**config.mk**
```make
export PLATFORM = sky130hd
export DESIGN_NAME = sram_access_ctrl
export DESIGN_NICKNAME = d
export VERILOG_FILES = /design/src/rtl/sram_seq_pkg.sv /design/src/rtl/sram_phase_timer.sv /design/src/rtl/sram_seq_fsm.sv /design/src/rtl/sram_pin_regs.sv /design/src/rtl/sram_access_ctrl.sv
export SDC_FILE = /design/constraint.sdc
export NUM_CORES = 1
export LEC_CHECK = 0
export BUFFER_PORTS_ARGS = -buffer_cell sky130_fd_sc_hd__buf_2
export CAP_MARGIN = 40
export CORE_AREA = 2 2 80 82
export CTS_CLUSTER_DIAMETER = 30
export DETAILED_ROUTE_END_ITERATION = 10
export DIE_AREA = 0 0 82 84
export GPL_ROUTABILITY_DRIVEN = 1
export SLEW_MARGIN = 40
export SYNTH_ARGS = -nofsm -noshare
export SYNTH_HDL_FRONTEND = slang
export SYNTH_HIERARCHICAL = 1
export SYNTH_SLANG_ARGS = --single-unit
```
**constraint.sdc**
```tcl
create_clock -name clk -period 1.4 [get_ports clk]
set_input_delay 0.28 -clock clk [delete_from_list [all_inputs] [get_ports clk]]
set_output_delay 0.28 -clock clk [all_outputs]
set_load 0.03 [all_outputs]
```
**src/rtl/sram_seq_pkg.sv**
```systemverilog
package sram_seq_pkg;

  typedef enum logic [2:0] {
    PH_IDLE     = 3'd0,
    PH_W_SETUP  = 3'd1,
    PH_W_STROBE = 3'd2,
    PH_W_DRIVE  = 3'd3,
    PH_W_HOLD   = 3'd4,
    PH_W_END    = 3'd5,
    PH_R_ACCESS = 3'd6,
    PH_R_END    = 3'd7
  } phase_e;

  // Whole clock cycles covering t_ns, never fewer than one.
  function automatic int to_cycles(input int t_ns, input int clk_ns);
    int c;
    c = (t_ns + clk_ns - 1) / clk_ns;
    if (c < 1) c = 1;
    return c;
  endfunction

  function automatic int imax(input int a, input int b);
    return (a > b) ? a : b;
  endfunction

endpackage

```
**src/rtl/sram_phase_timer.sv**
```systemverilog
module sram_phase_timer #(
  parameter int CNT_W = 5
) (
  input  logic             clk,
  input  logic             rst_n,
  input  logic             load,
  input  logic [CNT_W-1:0] load_len,
  output logic             expire
);

  logic [CNT_W-1:0] cnt_q;
  logic [CNT_W-1:0] cnt_d;
  logic             cnt_en;

  always_comb begin
    cnt_en = load || (cnt_q != '0);
    if (load) cnt_d = load_len - CNT_W'(1);
    else      cnt_d = cnt_q - CNT_W'(1);
  end

  always_ff @(posedge clk or negedge rst_n) begin
    if (!rst_n)      cnt_q <= '0;
    else if (cnt_en) cnt_q <= cnt_d;
  end

  assign expire = (cnt_q == '0);

endmodule

```
**src/rtl/sram_seq_fsm.sv**
```systemverilog
module sram_seq_fsm
  import sram_seq_pkg::*;
#(
  parameter int CNT_W   = 5,
  parameter int SU_C    = 5,
  parameter int WP_C    = 15,
  parameter int HD_C    = 3,
  parameter int WEND_C  = 2,
  parameter int RD_C    = 25,
  parameter int REND_C  = 1
) (
  input  logic             clk,
  input  logic             rst_n,
  input  logic             req,
  input  logic             we,
  input  logic             ph_expire,
  output phase_e           phase_q,
  output phase_e           phase_d,
  output logic             ph_load,
  output logic [CNT_W-1:0] ph_len,
  output logic             accept,
  output logic             capture,
  output logic             finish
);

  always_comb begin
    phase_d = phase_q;
    unique case (phase_q)
      PH_IDLE:     if (req) phase_d = we ? PH_W_SETUP : PH_R_ACCESS;
      PH_W_SETUP:  if (ph_expire) phase_d = PH_W_STROBE;
      PH_W_STROBE: if (ph_expire) phase_d = PH_W_DRIVE;
      PH_W_DRIVE:  if (ph_expire) phase_d = PH_W_HOLD;
      PH_W_HOLD:   if (ph_expire) phase_d = PH_W_END;
      PH_W_END:    if (ph_expire) phase_d = PH_IDLE;
      PH_R_ACCESS: if (ph_expire) phase_d = PH_R_END;
      PH_R_END:    if (ph_expire) phase_d = PH_IDLE;
      default:     phase_d = PH_IDLE;
    endcase
  end

  always_comb begin
    unique case (phase_d)
      PH_W_SETUP:  ph_len = CNT_W'(SU_C);
      PH_W_STROBE: ph_len = CNT_W'(1);
      PH_W_DRIVE:  ph_len = CNT_W'(WP_C - 1);
      PH_W_HOLD:   ph_len = CNT_W'(HD_C);
      PH_W_END:    ph_len = CNT_W'(WEND_C);
      PH_R_ACCESS: ph_len = CNT_W'(RD_C);
      PH_R_END:    ph_len = CNT_W'(REND_C);
      default:     ph_len = CNT_W'(1);
    endcase
    ph_load = (phase_d != phase_q) && (phase_d != PH_IDLE);
    accept  = (phase_q == PH_IDLE) && req;
    capture = (phase_q == PH_R_ACCESS) && ph_expire;
    finish  = ((phase_q == PH_W_END) || (phase_q == PH_R_END)) && ph_expire;
  end

  always_ff @(posedge clk or negedge rst_n) begin
    if (!rst_n) phase_q <= PH_IDLE;
    else        phase_q <= phase_d;
  end

  // a busy phase is left only when the timer reports its interval used up

  phase_exit_chk: assert property (@(posedge clk) disable iff (!rst_n)
    (phase_q != PH_IDLE && phase_d != phase_q) |-> ph_expire);

endmodule

```
**src/rtl/sram_pin_regs.sv**
```systemverilog
module sram_pin_regs
  import sram_seq_pkg::*;
#(
  parameter int AW   = 11,
  parameter int DW   = 8,
  parameter int WP_C = 15
) (
  input  logic          clk,
  input  logic          rst_n,
  input  phase_e        phase_d,
  input  logic          accept,
  input  logic          capture,
  input  logic          finish,
  input  logic [AW-1:0] host_addr,
  input  logic [DW-1:0] host_wdata,
  input  logic [DW-1:0] sram_dq_in,
  output logic [AW-1:0] sram_addr,
  output logic          sram_ce_n,
  output logic          sram_we_n,
  output logic          sram_oe_n,
  output logic [DW-1:0] sram_dq_out,
  output logic          sram_dq_oe,
  output logic [DW-1:0] rdata,
  output logic          done
);

  logic ce_n_d, we_n_d, oe_n_d, dq_oe_d;

  always_comb begin
    ce_n_d  = !(phase_d inside {PH_W_SETUP, PH_W_STROBE, PH_W_DRIVE,
                                PH_W_HOLD, PH_R_ACCESS});
    we_n_d  = !(phase_d inside {PH_W_STROBE, PH_W_DRIVE});
    oe_n_d  = (phase_d != PH_R_ACCESS);
    dq_oe_d = (phase_d inside {PH_W_DRIVE, PH_W_HOLD});
  end

  always_ff @(posedge clk or negedge rst_n) begin
    if (!rst_n) begin
      sram_ce_n  <= 1'b1;
      sram_we_n  <= 1'b1;
      sram_oe_n  <= 1'b1;
      sram_dq_oe <= 1'b0;
      done       <= 1'b0;
    end else begin
      sram_ce_n  <= ce_n_d;
      sram_we_n  <= we_n_d;
      sram_oe_n  <= oe_n_d;
      sram_dq_oe <= dq_oe_d;
      done       <= finish;
    end
  end

  always_ff @(posedge clk or negedge rst_n) begin
    if (!rst_n) begin
      sram_addr   <= '0;
      sram_dq_out <= '0;
    end else if (accept) begin
      sram_addr   <= host_addr;
      sram_dq_out <= host_wdata;
    end
  end

  always_ff @(posedge clk or negedge rst_n) begin
    if (!rst_n)       rdata <= '0;
    else if (capture) rdata <= sram_dq_in;
  end

  // Observation counter for the strobe width check
  logic [7:0] we_lo_len;
  always_ff @(posedge clk or negedge rst_n) begin
    if (!rst_n)          we_lo_len <= '0;
    else if (!sram_we_n) we_lo_len <= (we_lo_len == 8'hFF) ? we_lo_len : we_lo_len + 8'd1;
    else                 we_lo_len <= '0;
  end


  we_needs_ce_chk: assert property (@(posedge clk) disable iff (!rst_n)
    !sram_we_n |-> (!sram_ce_n && sram_oe_n));


  we_pulse_width_chk: assert property (@(posedge clk) disable iff (!rst_n)
    $rose(sram_we_n) |-> (we_lo_len >= 8'(WP_C)));


  addr_move_we_high_chk: assert property (@(posedge clk) disable iff (!rst_n)
    (sram_addr != $past(sram_addr)) |-> (sram_we_n && $past(sram_we_n)));


  no_contention_chk: assert property (@(posedge clk) disable iff (!rst_n)
    sram_dq_oe |-> sram_oe_n);


  drive_after_strobe_chk: assert property (@(posedge clk) disable iff (!rst_n)
    $rose(sram_dq_oe) |-> (!sram_we_n && !$past(sram_we_n)));


  data_hold_chk: assert property (@(posedge clk) disable iff (!rst_n)
    $rose(sram_we_n) |-> (sram_dq_oe && !sram_ce_n));


  read_release_chk: assert property (@(posedge clk) disable iff (!rst_n)
    $rose(sram_oe_n) |-> (sram_ce_n && !done));


  done_single_chk: assert property (@(posedge clk) disable iff (!rst_n)
    done |=> !done);

endmodule

```
**src/rtl/sram_access_ctrl.sv**
```systemverilog
module sram_access_ctrl
  import sram_seq_pkg::*;
#(
  parameter int CLK_NS = 4,
  parameter int AW     = 11,
  parameter int DW     = 8,
  parameter int T_WC   = 100,
  parameter int T_WP   = 60,
  parameter int T_AW   = 80,
  parameter int T_DW   = 30,
  parameter int T_DH   = 10,
  parameter int T_WR   = 10,
  parameter int T_RC   = 100,
  parameter int T_AA   = 100,
  parameter int T_ACE  = 100,
  parameter int T_OE   = 40
) (
  input  logic          clk,
  input  logic          rst_n,
  input  logic          req,
  input  logic          we,
  input  logic [AW-1:0] addr,
  input  logic [DW-1:0] wdata,
  output logic [DW-1:0] rdata,
  output logic          done,
  output logic [AW-1:0] sram_addr,
  output logic          sram_ce_n,
  output logic          sram_we_n,
  output logic          sram_oe_n,
  output logic [DW-1:0] sram_dq_out,
  input  logic [DW-1:0] sram_dq_in,
  output logic          sram_dq_oe
);

  localparam int WP_C   = imax(2, imax(to_cycles(T_WP, CLK_NS), to_cycles(T_DW, CLK_NS) + 1));
  localparam int SU_C   = imax(1, to_cycles(T_AW, CLK_NS) - WP_C);
  localparam int HD_C   = imax(to_cycles(T_DH, CLK_NS), to_cycles(T_WR, CLK_NS));
  localparam int WEND_C = imax(1, to_cycles(T_WC, CLK_NS) - (SU_C + WP_C + HD_C));
  localparam int RD_C   = imax(to_cycles(T_AA, CLK_NS),
                               imax(to_cycles(T_ACE, CLK_NS), to_cycles(T_OE, CLK_NS)));
  localparam int REND_C = imax(1, to_cycles(T_RC, CLK_NS) - RD_C);
  localparam int LEN_MAX = imax(imax(imax(SU_C, WP_C), imax(HD_C, WEND_C)), imax(RD_C, REND_C));
  localparam int CNT_W  = $clog2(LEN_MAX + 1);

  // Reset synchronizer: assert at once, release on the clock
  logic rst_meta_q, rst_sync_n;
  always_ff @(posedge clk or negedge rst_n) begin
    if (!rst_n) begin
      rst_meta_q <= 1'b0;
      rst_sync_n <= 1'b0;
    end else begin
      rst_meta_q <= 1'b1;
      rst_sync_n <= rst_meta_q;
    end
  end

  phase_e           phase_q, phase_d;
  logic             ph_load, ph_expire;
  logic [CNT_W-1:0] ph_len;
  logic             accept, capture, finish;

  sram_seq_fsm #(
    .CNT_W (CNT_W), .SU_C (SU_C), .WP_C (WP_C), .HD_C (HD_C),
    .WEND_C(WEND_C), .RD_C (RD_C), .REND_C(REND_C)
  ) u_fsm (
    .clk       (clk),
    .rst_n     (rst_sync_n),
    .req       (req),
    .we        (we),
    .ph_expire (ph_expire),
    .phase_q   (phase_q),
    .phase_d   (phase_d),
    .ph_load   (ph_load),
    .ph_len    (ph_len),
    .accept    (accept),
    .capture   (capture),
    .finish    (finish)
  );

  sram_phase_timer #(.CNT_W(CNT_W)) u_timer (
    .clk      (clk),
    .rst_n    (rst_sync_n),
    .load     (ph_load),
    .load_len (ph_len),
    .expire   (ph_expire)
  );

  sram_pin_regs #(.AW(AW), .DW(DW), .WP_C(WP_C)) u_pins (
    .clk         (clk),
    .rst_n       (rst_sync_n),
    .phase_d     (phase_d),
    .accept      (accept),
    .capture     (capture),
    .finish      (finish),
    .host_addr   (addr),
    .host_wdata  (wdata),
    .sram_dq_in  (sram_dq_in),
    .sram_addr   (sram_addr),
    .sram_ce_n   (sram_ce_n),
    .sram_we_n   (sram_we_n),
    .sram_oe_n   (sram_oe_n),
    .sram_dq_out (sram_dq_out),
    .sram_dq_oe  (sram_dq_oe),
    .rdata       (rdata),
    .done        (done)
  );


  idle_quiet_chk: assert property (@(posedge clk) disable iff (!rst_sync_n)
    (phase_q == PH_IDLE) |-> (sram_ce_n && sram_we_n && sram_oe_n && !sram_dq_oe));

endmodule

```
==> results of run 1 <==
registers in the layout, indices dropped and copies added, names as in the netlist:
name                flops
u_pins/sram_dq_out      8
rst_meta_q              1
u_pins/sram_we_n        1
u_pins/sram_addr       11
rst_sync_n              1
u_pins/rdata            8
u_pins/sram_dq_oe       1
u_fsm/phase_q           3
u_pins/sram_oe_n        1
u_timer/cnt_q           5
u_pins/sram_ce_n        1
u_pins/done             1
cell type report:
cell class              instances  area [um2]  area share [%]
flip-flops and latches         42        1056           34.52
multi-input cells              91        1052           34.40
repair buffers                105       762.0           24.91
well taps                      77       96.34           3.149
clock buffers                   6       72.57           2.372
clock inverters                 2       13.76          0.4499
inverters                       1       6.256          0.2045
worst max-delay path, delay by kind of cell (launching register included):
| kind | cells | cell delay (ps) |
|---|---|---|
| fa+ha+maj | 1 | 170 |
| simple gates | 3 | 930 |
| mux | 3 | 550 |
| buf+inv | 2 | 220 |
| compound gates | 1 | 210 |
| flops | 1 | 380 |
power by group through the flow:
stage          Combinational, mW  Sequential [mW]  Clock, mW
2_1_floorplan               1.81             3.05          0
3_3_place_gp                4.00             2.12          0
3_5_place_dp                4.03             2.14          0
4_1_cts                     4.26             2.14      0.794
5_1_grt                     5.22             2.21      0.855
6_report                    4.89             2.13      0.748
worst paths after layout:
check | startpoint | endpoint | cells after the start
max | u_timer/cnt_q[1] | u_timer/cnt_q[4] | 10
min | addr[3] | u_pins/sram_addr[3] | 2
max reg2reg | u_timer/cnt_q[1] | u_timer/cnt_q[4] | 10
min reg2reg | rst_sync_n | u_pins/sram_addr[3] | 0
max in group asynchronous | rst_sync_n | u_timer/cnt_q[3] | 1
min in group asynchronous | rst_sync_n | u_pins/sram_addr[3] | 0
repair_timing:
item,CTS,global route
hold endpoints to repair,2,0
hold buffers,1,0
gates cloned,2,0
endpoints found under the setup margin,40,40
gates resized for setup,16,35
pin swaps,3,13
buffers inserted,3,7
synthesized netlist by cell type (2+ instances only):
cell / number / area share, %
nand2b_1: 2 / 0.64
o21ai_0: 4 / 1.0
dfrtp_1: 39 / 50
nand3b_1: 2 / 0.77
dfstp_2: 3 / 4.0
nand2_1: 8 / 1.5
mux2_2: 17 / 9.8
nor2_1: 5 / 0.96
mux2_4: 10 / 7.7
nor3b_1: 2 / 0.77
mux2i_1: 8 / 4.1
xor2_1: 3 / 1.3
xnor2_1: 3 / 1.3
buf_2: 6 / 1.5
o21a_1: 2 / 0.77
metal layers:
metal  GRT usage (%)  up-vias  wire length [um]
li1                -      709                 -
met1           16.55      713              1951
met2           19.88       32              2227
met3           2.381        2               168
met4           3.636        0                36
met5               0        -                 0
kinds of logic (layout without fill, tap and decap cells):
| group | after synthesis | in the layout | share of synthesized area, % |
|---|---|---|---|
| and+or+nand+nor | 32 | 32 | 11.09 |
| DFF | 42 | 42 | 54.04 |
| muxes | 35 | 35 | 21.60 |
| buffers and inverters | 10 | 114 | 3.718 |
| AOI/OAI and AO/OA | 16 | 16 | 6.026 |
| other | 1 | 1 | 0.1921 |
| adders and majority gates | 1 | 1 | 0.6409 |
| xor gates and xnor gates | 6 | 6 | 2.693 |
==> results.cfg, run 1 <==
[sta]
fin_hold_ws_ps = 218.5
fmax_ghz = 0.3882
worst_slack_ps = -1176
period_minus_slack_ps = 2576
hold_viol = 0
finalSetupViolations = 40
fin_worst_skew_ps = 9.723
fin_crit_sh_pct = 184.0
timing.setup.tns_ps = -17140
slew_violations = 0
rsz0062_at_grt = true

[layout]
design_area_mm2 = 0.003059
final_common_cell = buf_2
final_cell_count_no_fill = 324
syn2layout_area_growth_pct = 56.73
drive_above_1_share_pct = 68.83
final_cell_mix = 62 x buf_2, 38 x dfrtp_1, 27 x mux2_4
fillCellCount = 557
fin_nets = 278
final_core_util_pct = 50.18
diodes = 0

[grt]
grt_pass1_wl_um = 6651
grt_pass1_vias = 1422
antenna_found_initial = 0
overflow = 0
track_usage_pct = 12.32
grt_max_degree = 22

[placement]
placed_cells = 305
dp_hpwl_um = 2987
dp_slack_ps = -1160
routabilityCongestion = 0.7548
portBuffers = 62
dpl_cell_area_mm2 = 0.002636

[route]
vias = 1456
firstDrtPassIters = 3
wl_per_cell_um = 13.53
first_iter_violations = 57
ant_nets = 0
drcViolationCount = 0
routed_via_density = 4.494
routed_wl_um = 4384

[synth]
synth_flop_cell = dfrtp_1
ys_ff_latch = 42
synthCells = 143
yosysUniqueCellTypes = 44
synth.net_count = 175
synth_edf_count = 0
synth_seq_area_share_pct = 54.04
syn_area_per_cell_um2 = 13.65
synth.cell_area_mm2 = 0.001952
yosysWarnings = 6
ys_async_sr_fraction_pct = 100.0

[worst_setup_path]
cp_slowest_stage_delay_ps = 400
crit_path_frequent_cell = mux2i_1
cp_cell_sequence = or3_4 -> nor3_4 -> inv_4 -> o32ai_4 -> buf_6 -> mux2i_4 -> ha_4 -> nor3b_4 -> mux2i_1 -> mux2i_1
cp.required_ps = 1560
crit_arrival_ps = 2740
crit_fanout = 4
start_kind = register
criticalPathCategory = register to register
r2r_slack_ps = -1180
worstSetupEndpointType = register
cpMaxStageDelayCell = or3_4

[power]
p_per_area_mw_per_mm2 = 2539
p_clk_share_pct = 9.6
pwr-share-comb_pct = 63.0
finalPower_mw = 7.766
p_leak_nw = 1.455
irDropWorstVdd_uv = 1353
p_int_mw = 4.551
power_switching_mw = 3.216
swShare_pct = 41.41
p_seq_share_pct = 27.4

[floorplanning]
core_mm2 = 0.006096
start_util_pct = 32.02
die_area_mm2 = 0.006888
pin_count = 63
placementRows = 29
die_h_um = 84
dieWidth_um = 82

[clock_tree]
cts-root-buf = clkbuf_8
cts.reportedPaths.clkPinSlew_ps = 80
cts_buffer_depth = 2
cts.sinks = 42
cts_tree = done
insertion_delay_ps = 280
htree_levels = 2
cts_buffers = 5

[outcome]
status = finished with violations
violations = negative setup slack

[job]
cap_violations = 0

[hold_path]
hold_path.class = primary input to register
No activity file was read; power rests on OpenSTA's default activity.
==> run 2: changes to the inputs <==
Settings changed: REMOVE_ABC_BUFFERS set to 1.
==> run 2 against run 1 <==
  * The flow still finishes with violations (negative setup slack)
  * Clock skew hardly changed
  * Hold slack worse by 41 ps
  * Global-route usage is 1.1 points higher
  * Sequential power hardly changed
==> results.cfg, run 2 (synthesis results as in run 1) <==
[worst_setup_path]
cp_cell_sequence = or3_4 -> nor3_4 -> inv_2 -> o32ai_2 -> buf_4 -> mux2i_4 -> ha_2 -> nor3b_2 -> mux2i_1 -> mux2i_1
crit_arrival_ps = 2730
worstSetupEndpointType = register
worstPathBufferInverterCount = 2
criticalPathCategory = register to register
crit_fanout = 4
critPathLaunch = u_timer/cnt_q[1]
worstReg2RegStart = u_timer/cnt_q[1]
cp_top_family = simple AND/OR/NAND/NOR gates
cp_slowest_stage_delay_ps = 410
cp.required_ps = 1570
start_kind = register
crit_path_frequent_cell = mux2i_1
cpMaxStageDelayCell = or3_4

[grt]
grt_max_degree = 27
grt_pass1_wl_um = 7134
antenna_found_initial = 0
overflow = 0
grt_pass1_vias = 1548
track_usage_pct = 13.41

[sta]
rsz0062_at_grt = true
fin_hold_ws_ps = 177.1
fmax_ghz = 0.3902
hold_viol = 0
fin_worst_skew_ps = 9.663
worst_slack_ps = -1163
period_minus_slack_ps = 2563
fin_crit_sh_pct = 183.1
finalSetupViolations = 39
slew_violations = 0
timing.setup.tns_ps = -17410

[layout]
multi_input_area_um2 = 984.7
syn2layout_area_growth_pct = 55.70
drive_above_1_share_pct = 68.11
final_cell_count_no_fill = 331
diodes = 0
fillCellCount = 546
final_core_util_pct = 49.86
design_area_mm2 = 0.003039
final_cell_mix = 62 x buf_2, 38 x dfrtp_1, 32 x buf_4
regMostFlops = u_pins/sram_addr
largest_reg_flops = 11
top_regs = u_pins/sram_addr x11, u_pins/rdata x8, u_pins/sram_dq_out x8
fin_nets = 285
register_area_mm2 = 0.001056
final_common_cell = buf_2

[hold_path]
hold_path.class = register to asynchronous set/reset pin

[floorplanning]
placementRows = 29
die_area_mm2 = 0.006888
die_h_um = 84
start_util_pct = 32.02
dieWidth_um = 82
core_mm2 = 0.006096
pin_count = 63

[placement]
dp_hpwl_um = 2937
dpl_cell_area_mm2 = 0.002572
portBuffers = 62
dp_slack_ps = -1145
routabilityCongestion = 0.7934
placed_cells = 306

[route]
first_iter_violations = 31
routed_via_density = 4.637
ant_nets = 0
vias = 1535
drcViolationCount = 0
routed_wl_um = 4469
firstDrtPassIters = 4
wl_per_cell_um = 13.50

[clock_tree]
cts.sinks = 42
cts-root-buf = clkbuf_8
cts_buffers = 5
htree_levels = 2
cts_buffer_depth = 2
insertion_delay_ps = 290
cts.reportedPaths.clkPinSlew_ps = 80
cts_tree = done

[power]
power_switching_mw = 3.117
p_leak_nw = 1.479
p_per_area_mw_per_mm2 = 2537
p_seq_share_pct = 27.6
swShare_pct = 40.42
finalPower_mw = 7.711
pwr-share-comb_pct = 61.8
p_clk_share_pct = 10.5
irDropWorstVdd_uv = 1112
p_int_mw = 4.595

[job]
cap_violations = 0

[outcome]
violations = negative setup slack
status = finished with violations
run 2: path summary, 6_finish.rpt:
kind	to	slack, ps	cells past startpoint
setup / recovery	u_timer/cnt_q[4]	-1160	10
hold / removal	u_pins/sram_addr[1]	180	0
setup reg to reg	u_timer/cnt_q[4]	-1160	10
hold reg to reg	u_pins/sram_addr[1]	180	0
max in group asynchronous	u_pins/rdata[4]	760	1
min in group clk	u_pins/sram_addr[6]	210	2
run 2: area by class of cell:
class	count	share of cell area, %
sequential	42	34.75
multi-input combinational	91	32.40
timing repair buffer	112	26.43
tap	77	3.170
clock buffer	6	2.717
clock inverter	2	0.4117
inverter	1	0.1235
run 2: routing by layer:
layer	share of wire (%)	global-route usage, %	vias to the layer above
met5	0	0	-
li1	-	-	719
met1	41	16.55	752
met2	50	21.80	56
met4	1.6	4.697	0
met3	7.4	4.221	8
run 2: power by group through the flow:
stage	Sequential [mW]	Combinational, mW	Clock, mW
global route	2.20	5.08	0.896
detailed placement	2.13	3.87	0
CTS	2.13	4.31	0.846
floorplan	3.14	1.45	0
global placement	2.13	3.84	0
finish	2.13	4.77	0.811
run 2: timing repair:
item | in CTS | in global routing
cloned | 3 | 0
buffers inserted | 9 | 6
resized for setup | 25 | 27
pin swaps | 3 | 3
hold buffers | 1 | 0
hold endpoints to repair | 2 | 0
endpoints found under the setup margin | 39 | 40
==> run 3: changes to the inputs <==
Clock period 1.4 ns to 3.15 ns, I/O delays scaled along.
==> run 3 against run 2 <==
  * The run now ends clean
  * Critical path depth decreased by 1
  * Combinational power shrank 71%
  * Count of clock-buffer cells in the layout is 1 higher
  * Critical path type unchanged
==> results.cfg, run 3 (synthesis results as in run 1) <==
[sta]
finalSetupViolations = 0
fin_crit_sh_pct = 88.84
hold_viol = 0
tightest_slew_ps = 589.2
period_minus_slack_ps = 2798
timing.setup.tns_ps = 0
fmax_ghz = 0.3573
slew_headroom_pct = 60.72
rsz0062_at_grt = false
slew_violations = 0
fin_worst_skew_ps = 6.341

[grt]
antenna_found_initial = 0
grt_pass1_vias = 1213
track_usage_pct = 11.19
gr-max-usage-layer = met2
met2_usage_pct = 16.48
gr-usage-met3_pct = 3.139
grt_pass1_wl_um = 5899
overflow = 0
grtUsageMet1_pct = 15.30
grt_max_degree = 41

[placement]
routabilityCongestion = 0.8017
portBuffers = 62
dp_hpwl_um = 2578

[route]
routed_via_density = 4.535
wl_per_cell_um = 12.60
routed_wl_um = 3579
first_iter_violations = 85
drcViolationCount = 0
vias = 1288
firstDrtPassIters = 4
ant_nets = 0

[clock_tree]
cts-root-buf = clkbuf_8
insertion_delay_ps = 290
cts_buffer_depth = 2
cts.reportedPaths.clkPinSlew_ps = 70
htree_levels = 2
cts-resized-gates = 0
cts_buffers = 5
cts.sinks = 42
hold_buffers = 0
cts_setup_buffers = 0
cts_tree = done

[layout]
diodes = 0
drive_above_1_share_pct = 53.62
fin_nets = 238
syn2layout_area_growth_pct = 23.78
regMostFlops = u_pins/sram_addr
final_common_cell = buf_2
top_regs = u_pins/sram_addr x11, u_pins/rdata x8, u_pins/sram_dq_out x8
final_cell_mix = 62 x buf_2, 38 x dfrtp_1, 17 x mux2_2
largest_reg_flops = 11

[power]
p_per_area_mw_per_mm2 = 1139
p_seq_share_pct = 37.5
p_leak_nw = 1.139
p_clk_share_pct = 12.6
power_switching_mw = 1.192
swShare_pct = 43.31
pwr-share-comb_pct = 49.9
finalPower_mw = 2.752
irDropWorstVdd_uv = 478.0
p_int_mw = 1.560

[outcome]
status = complete, no violations

[floorplanning]
pin_count = 63
die_h_um = 84
core_mm2 = 0.006096
dieWidth_um = 82
die_area_mm2 = 0.006888
start_util_pct = 32.02
placementRows = 29

[worst_setup_path]
worstSetupEndpointType = register
start_kind = register
worstRegToRegCells = 9
crit_fanout = 4
crit_arrival_ps = 2960
cp-endpoint = u_timer/cnt_q[4]
criticalPathCategory = register to register
critPathLaunch = u_timer/cnt_q[1]
worstReg2RegStart = u_timer/cnt_q[1]
cp.required_ps = 3320
r2r_slack_ps = 350
r2r_end = u_timer/cnt_q[4]

[hold_path]
hold_path.class = primary input to asynchronous set/reset pin

[job]
cap_violations = 0
run 3: how the worst min path moves through the flow:
| stage | from | to | slack [ps] |
|---|---|---|---|
| 2_1_floorplan | rst_n | rst_meta_q | 330 |
| 3_3_place_gp | rst_meta_q | rst_sync_n | 340 |
| 3_5_place_dp | rst_sync_n | u_pins/sram_addr[3] | 330 |
| 4_1_cts | rst_n | rst_meta_q | 100 |
| 5_1_grt | rst_n | rst_meta_q | 90 |
| 6_report | rst_n | rst_meta_q | 110 |
run 3: critical path: stages, from the launching register on:
cell     delay [ps]
dfrtp_1         400
or3_4           430
nor3_4          130
inv_1            90
o32ai_1         510
mux2i_1         300
ha_1            260
nor3b_1         270
mux2i_1         210
mux2i_1          90
run 3: metrics by stage:
stage          setup WS [ps]  hold slack, ps  instance area (um2)  std cells  util [%]
3_3_place_gp           462.3           336.3                 2322        276     38.10
2_1_floorplan        0.09970           331.2                 1883        134         -
5_1_grt                230.6           92.47                 2416        284     39.63
3_5_place_dp           352.4           331.0                 2325        276     38.14
4_1_cts                346.8           101.7                 2416        284     39.63
6_report               351.6           114.2                 2416        284     39.63
run 3: cell type report:
cell class / count / area (um2)
Tap cell: 77 / 96.34
Multi-Input combinational cell: 91 / 833.3
Timing Repair Buffer: 65 / 332.8
Clock buffer: 7 / 86.33
Sequential cell: 42 / 1059
Clock inverter: 1 / 5.005
Fill cell: 600 / 3680
Inverter: 1 / 3.754
run 3: layer usage:
metal / wire length (um) / vias up
met5: 0 / -
met3: 208 / 6
met2: 1642 / 41
li1: - / 625
met1: 1669 / 616
met4: 58 / 0
run 3: power groups by stage:
stage	combinational, mW	clock [mW]	sequential (mW)
after detailed placement	1.39	0	1.03
after CTS	1.39	0.367	1.03
after floorplan	0.644	0	1.40
final	1.37	0.347	1.03
after global routing	1.48	0.390	1.07
after global placement	1.38	0	1.04
